`config.mk`:
```
export PLATFORM = sky130hd
export DESIGN_NAME = rowhold_out_arb
export DESIGN_NICKNAME = d
export VERILOG_FILES = /design/src/rtl/rha_pkg.sv /design/src/rtl/rha_rr_pick.sv /design/src/rtl/rha_hold_qual.sv /design/src/rtl/rowhold_out_arb.sv
export SDC_FILE = /design/constraint.sdc
export NUM_CORES = 1
export LEC_CHECK = 0
export ABC_AREA = 1
export ABC_CLOCK_PERIOD_IN_PS = 3000
export BUFFER_PORTS_ARGS = -buffer_cell sky130_fd_sc_hd__buf_2
export CAP_MARGIN = 20
export CORE_UTILIZATION = 53
export DETAILED_ROUTE_END_ITERATION = 8
export GPL_TIMING_DRIVEN = 0
export HOLD_SLACK_MARGIN = 0.08
export PLACE_DENSITY = 0.83
export SYNTH_ARGS = -nofsm -noshare
export SYNTH_HDL_FRONTEND = slang
export SYNTH_SLANG_ARGS = --single-unit
export TNS_END_PERCENT = 5
```
`constraint.sdc`:
```
create_clock -name clk -period 3 [get_ports clk]
set_input_delay 0.15 -clock clk [delete_from_list [all_inputs] [get_ports clk]]
set_output_delay 0.15 -clock clk [all_outputs]
set_load 0.05 [all_outputs]
```
`src/rtl/rha_pkg.sv`:
```
package rha_pkg;

    typedef enum logic [1:0] {
        MODE_RR      = 2'b00,
        MODE_HOLD    = 2'b01,
        MODE_ROWHOLD = 2'b10,
        MODE_RSVD    = 2'b11
    } arb_mode_e;

    typedef enum logic {
        ST_FREE = 1'b0,
        ST_HELD = 1'b1
    } hold_state_e;

endpackage

```
`src/rtl/rha_rr_pick.sv`:
```
module rha_rr_pick #(
    parameter int NUM_IN = 4,
    localparam int IDX_W = $clog2(NUM_IN)
) (
    input  logic [NUM_IN-1:0] req,
    input  logic [IDX_W-1:0]  start_idx,
    output logic              found,
    output logic [IDX_W-1:0]  win_idx
);

    // Rotating search: first requester at or after start_idx, wrapping.
    always_comb begin
        found   = 1'b0;
        win_idx = '0;
        for (int k = 0; k < NUM_IN; k++) begin
            int c;
            c = int'(start_idx) + k;
            if (c >= NUM_IN) begin
                c = c - NUM_IN;
            end
            if (!found && req[c]) begin
                found   = 1'b1;
                win_idx = IDX_W'(c);
            end
        end
    end

endmodule

```
`src/rtl/rha_hold_qual.sv`:
```
module rha_hold_qual
    import rha_pkg::*;
#(
    parameter int NUM_IN = 4,
    parameter int ADDR_W = 8,
    localparam int IDX_W = $clog2(NUM_IN)
) (
    input  arb_mode_e                  mode,
    input  hold_state_e                state,
    input  logic [NUM_IN-1:0]          req,
    input  logic [NUM_IN*ADDR_W-1:0]   req_addr,
    input  logic [IDX_W-1:0]           last_idx,
    input  logic [ADDR_W-1:0]          last_addr,
    output logic                       holder_ok
);

    logic [ADDR_W-1:0] addr_arr [NUM_IN];

    for (genvar i = 0; i < NUM_IN; i++) begin : g_unpack
        assign addr_arr[i] = req_addr[i*ADDR_W +: ADDR_W];
    end

    logic holder_req;
    logic addr_match;

    assign holder_req = (state == ST_HELD) && req[last_idx];
    // Full bank+row compare: same row in another bank is not a match.
    assign addr_match = (addr_arr[last_idx] == last_addr);

    always_comb begin
        unique case (mode)
            MODE_HOLD:    holder_ok = holder_req;
            MODE_ROWHOLD: holder_ok = holder_req && addr_match;
            default:      holder_ok = 1'b0;
        endcase
    end

endmodule

```
`src/rtl/rowhold_out_arb.sv`:
```
module rowhold_out_arb
    import rha_pkg::*;
#(
    parameter int NUM_IN = 4,
    parameter int BANK_W = 2,
    parameter int ROW_W  = 6,
    localparam int ADDR_W = BANK_W + ROW_W,
    localparam int IDX_W  = $clog2(NUM_IN)
) (
    input  logic                      clk,
    input  logic                      rst_n,
    input  logic [1:0]                cfg_mode,
    input  logic [NUM_IN-1:0]         req,
    input  logic [NUM_IN*ADDR_W-1:0]  req_addr,
    output logic [NUM_IN-1:0]         gnt,
    output logic                      gnt_vld,
    output logic [IDX_W-1:0]          gnt_idx
);

    localparam logic [IDX_W-1:0] LAST_IN = IDX_W'(NUM_IN - 1);

    arb_mode_e         mode_q;
    hold_state_e       st_q, st_d;
    logic [IDX_W-1:0]  last_q;
    logic [ADDR_W-1:0] last_addr_q;
    logic [NUM_IN-1:0] gnt_q, gnt_d;
    logic              vld_q;

    logic [ADDR_W-1:0] addr_arr [NUM_IN];
    for (genvar i = 0; i < NUM_IN; i++) begin : g_unpack
        assign addr_arr[i] = req_addr[i*ADDR_W +: ADDR_W];
    end

    logic any_req;
    assign any_req = |req;

    // Mode latch: follows cfg_mode only during reset.
    always_ff @(posedge clk) begin
        if (!rst_n) begin
            mode_q <= arb_mode_e'(cfg_mode);
        end
    end

    // Holder qualification.
    logic holder_ok;
    rha_hold_qual #(.NUM_IN(NUM_IN), .ADDR_W(ADDR_W)) u_qual (
        .mode      (mode_q),
        .state     (st_q),
        .req       (req),
        .req_addr  (req_addr),
        .last_idx  (last_q),
        .last_addr (last_addr_q),
        .holder_ok (holder_ok)
    );

    // Round-robin fallback, starting after the last winner.
    logic [IDX_W-1:0] rr_start;
    logic             rr_found;
    logic [IDX_W-1:0] rr_idx;
    assign rr_start = (last_q == LAST_IN) ? '0 : last_q + 1'b1;

    rha_rr_pick #(.NUM_IN(NUM_IN)) u_rr (
        .req       (req),
        .start_idx (rr_start),
        .found     (rr_found),
        .win_idx   (rr_idx)
    );

    logic [IDX_W-1:0] win_idx;
    assign win_idx = holder_ok ? last_q : rr_idx;

    always_comb begin
        gnt_d = '0;
        if (any_req) begin
            gnt_d[win_idx] = 1'b1;
        end
    end

    // State register.
    always_ff @(posedge clk) begin
        if (!rst_n) begin
            st_q <= ST_FREE;
        end else begin
            st_q <= st_d;
        end
    end

    // Next state: CLAIM on first grant, KEEP afterwards.
    always_comb begin
        st_d = st_q;
        unique case (st_q)
            ST_FREE: if (any_req) st_d = ST_HELD;
            ST_HELD: st_d = ST_HELD;
            default: st_d = ST_FREE;
        endcase
    end

    // Output and holder registers: update only on a grant.
    always_ff @(posedge clk) begin
        if (!rst_n) begin
            gnt_q       <= '0;
            vld_q       <= 1'b0;
            last_q      <= LAST_IN;
            last_addr_q <= '0;
        end else begin
            gnt_q <= gnt_d;
            vld_q <= any_req;
            if (any_req) begin
                last_q      <= win_idx;
                last_addr_q <= addr_arr[win_idx];
            end
        end
    end

    assign gnt     = gnt_q;
    assign gnt_vld = vld_q;
    assign gnt_idx = last_q;

    // ---------------- assertions ----------------
    logic [NUM_IN-1:0] last_oh;
    always_comb begin
        last_oh         = '0;
        last_oh[last_q] = 1'b1;
    end

    a_r2_onehot: assert property (@(posedge clk) disable iff (!rst_n)
        $onehot0(gnt));

    a_r2_only_req: assert property (@(posedge clk) disable iff (!rst_n)
        any_req |=> ((gnt & ~$past(req)) == '0));

    a_r3_work_cons: assert property (@(posedge clk) disable iff (!rst_n)
        any_req |=> (gnt_vld && (|gnt)));

    a_r5_hold: assert property (@(posedge clk) disable iff (!rst_n)
        (mode_q == MODE_HOLD && st_q == ST_HELD && req[last_q])
        |=> (gnt == $past(last_oh)));

    a_r6_rowhold: assert property (@(posedge clk) disable iff (!rst_n)
        (mode_q == MODE_ROWHOLD && st_q == ST_HELD && req[last_q]
         && addr_arr[last_q] == last_addr_q)
        |=> (gnt == $past(last_oh)));

    a_r8_idle_keep: assert property (@(posedge clk) disable iff (!rst_n)
        !any_req |=> (gnt == '0 && $stable(last_q) && $stable(last_addr_q)));

    a_r9_mode_frozen: assert property (@(posedge clk) disable iff (!rst_n)
        $stable(mode_q));

endmodule

```
==> reports/results.tsv <==
metric	value	unit
run status	finished, final reports clean	
Fin. Hold Viols	0	
reg2reg setup slack	0.33	ns
cell count after synthesis	298	
max cap viols	0	
worst hold slack	0.146	ns
Pre-Repair DR Iteration Count	5	
I/O Buffers	46	
reg2reg start	gnt_idx[1]	
Worst Skew	0.0152	ns
share of the core filled with cells	66.8	%
antenna cells	0	
Syn Std Cell Area	0.00169	mm2
drt first-iter violations	202	
class of the most critical hold timing path	in2reg	
final max-slew violation count	0	
largest net degree at the start of global routing	11	
Die X	58.5	um
All-Layer GR Usage	30.9	%
WHS Path Cells	3	
Synth warnings	0	
Final #Nets	394	
FF-to-FF path depth	19	
cells along the critical path	buf_2, inv_1, buf_4, nand3_1, nand3_1, nand2_1, nor2_1, nand2_1, nor2_1, nand2_1, nand2_2, nand3_1, buf_2, nand3_1, nand2_1, nand2_1, nand3_1, nand2_1, inv_1	
main combinational cell family by area after synthesis	simple AND/OR/NAND/NOR gates	
RSZ-0062 raised after global routing	no	
most frequent cells in the layout	106 x nand2_1, 63 x nand3_1, 56 x buf_2	
Crit Path Class	reg2reg	
CTS tree	yes	
CTS Buffer Depth	2	
R2R Path End	last_addr_q[0]	
Synth Area in Adders	2.22	%
Worst path slowest cell	dfxtp_1	
DR WL/cell	12.3	um
XOR/XNOR Fraction of Synth Area	1.48	%
post-route ant nets	0	
worst-case vdd ir drop	0.619	mV
clock root buffer	clkbuf_4	
worst path required time	3.21	ns
critical path's largest stage delay	0.34	ns
pwr/cell area	1270	mW/mm2
total power	2570	uW
crit start category	register	
GP Congestion	0.890	
mux contribution to synthesized area	0	%
Setup Fix Bufs, Post-CTS	0	
core area	0.00303	mm2
post-synthesis compound-gate area fraction	7.62	%
final setup violating endpoints	0	
Boundary Pins	47	
Initial Util	55.9	%
Worst setup EP type	register	
Num Clock Sinks	18	
P_leak	0.00116	uW
Yosys cell types	29	
Synth Register Bits	18	
drt via density	5.31	
initial antenna violation count	0	
commonest non-fill, non-tap cell in the layout	nand2_1	
vias in the first global route	1870	
die span in y	58.5	um
fin crit share	89.1	%
grt ovf	0	
residual DRC count	0	
crit path from	gnt_idx[1]	
Fmax	0.374	GHz
first-pass GRT wire length	8100	um
ratio of cells with drive above 1 in the final layout	21.7	%
Num CTS Buffers	3	
clk_lat worst skew	0.31	ns
setup tns final	0	ns
Critical Path End	last_addr_q[0]	
Critical Path Most Common Cell	nand2_1	
crit path time final	2.67	ns
post-route cell area	0.00202	mm2
Worst path depth	19	
Synth Area in Simple Gates	52.6	%
slew of the pin with the lowest slew margin	0.509	ns
via count	2092	
Seq/Total Area, Yosys	22.5	%
cell family with the largest share of critical-path delay	simple AND/OR/NAND/NOR gates	
DP HPWL	3560	um
relative max-transition margin	66.1	%
Die Area	0.00342	mm2
row count	20	
Worst Path Buf+Inv	5	
placed cell area	0.00198	mm2
CP Max Fanout	10	
critical path arrival	2.89	ns
CTS H-Tree Depth	1	
Avg Synthesized Cell Area	5.68	um2
Area growth, synth to finish	19.6	%
Syn Nets	341	
Clk pin slew, worst setup/hold paths	0.10	ns
Routed Wire Length	4860	um
==> area by class of cell <==
type	count	area [um2]
plain buffers	14	83.8
clock buffers	3	22.5
clock inverters	1	3.75
fillers	300	1000
inverters	39	146
multi-input cells	227	1080
flip-flops and latches	18	380
well taps	44	55.1
repair buffers	48	250
==> layer usage <==
layer | wire, um | vias to the layer above | global-route usage, %
li1 | - | 1061 | -
met1 | 1950 | 902 | 38.5
met2 | 2310 | 118 | 53.9
met3 | 515 | 11 | 2.64
met4 | 90 | 0 | 14.6
met5 | 0 | - | 0
==> repair_timing <==
| item | CTS | global route |
|---|---|---|
| endpoints found under the hold margin | 2 | 0 |
| hold buffers | 2 | 0 |
| gates resized for setup | 0 | 0 |
==> tightest hold or removal path, delay by kind of cell <==
kind	cells	cell delay, ns
AO/OA/AOI/OAI	1	0.11
buffers and inverters	2	0.15
==> registers in the layout, indices dropped and copies added (netlist names) <==
signal,count
gnt,4
last_addr_q,8
gnt_vld,1
gnt_idx,2
mode_q,2
st_q,1
==> where the power goes <==
group / internal, uW / leakage (uW) / total (uW) / switching, uW
logic: 725 / 0.000997 / 2060 / 1340
registers: 320 / 0.000152 / 367 / 46.8
clock network: 48.6 / 0.0000154 / 136 / 87.0
==> how the worst min path moves through the flow <==
stage / from / end / slack, ns
global route: rst_n / st_q / 0.16
global placement: cfg_mode[0] / mode_q[0] / 0.33
finish: rst_n / st_q / 0.15
floorplan: cfg_mode[0] / mode_q[0] / 0.25
detailed placement: cfg_mode[0] / mode_q[0] / 0.33
CTS: rst_n / st_q / 0.14
==> synth_stat cells (all sizes together) <==
library cell	n	area (um2)
ha	3	37.5
clkbuf	1	3.75
xor2	2	25.0
o21ai	16	83.8
nand3	64	325
a211oi	1	7.51
nor4	2	18.8
o211ai	3	22.5
buf	13	80.1
nand3b	5	37.5
a21oi	3	15.0
dfxtp	16	320
nand4	1	6.26
edfxtp	2	60.1
nor3	4	20.0
nor2	12	47.6
inv	39	146
nand2	111	434
==> per-stage QoR <==
stage	cells	setup WS, ns
floorplan	298	0.520
global placement	388	0.441
detailed placement	388	0.412
CTS	394	0.389
global route	394	0.141
finish	394	0.328
==> kinds of logic after synthesis <==
group	after synthesis
AND/OR/NAND/NOR	199
buffers and inverters	53
AO/OA/AOI/OAI	23
flip-flops	18
adder cells (fa/ha/maj)	3
XOR/XNOR	2
Note: power is estimated with default switching activity, not from simulation.
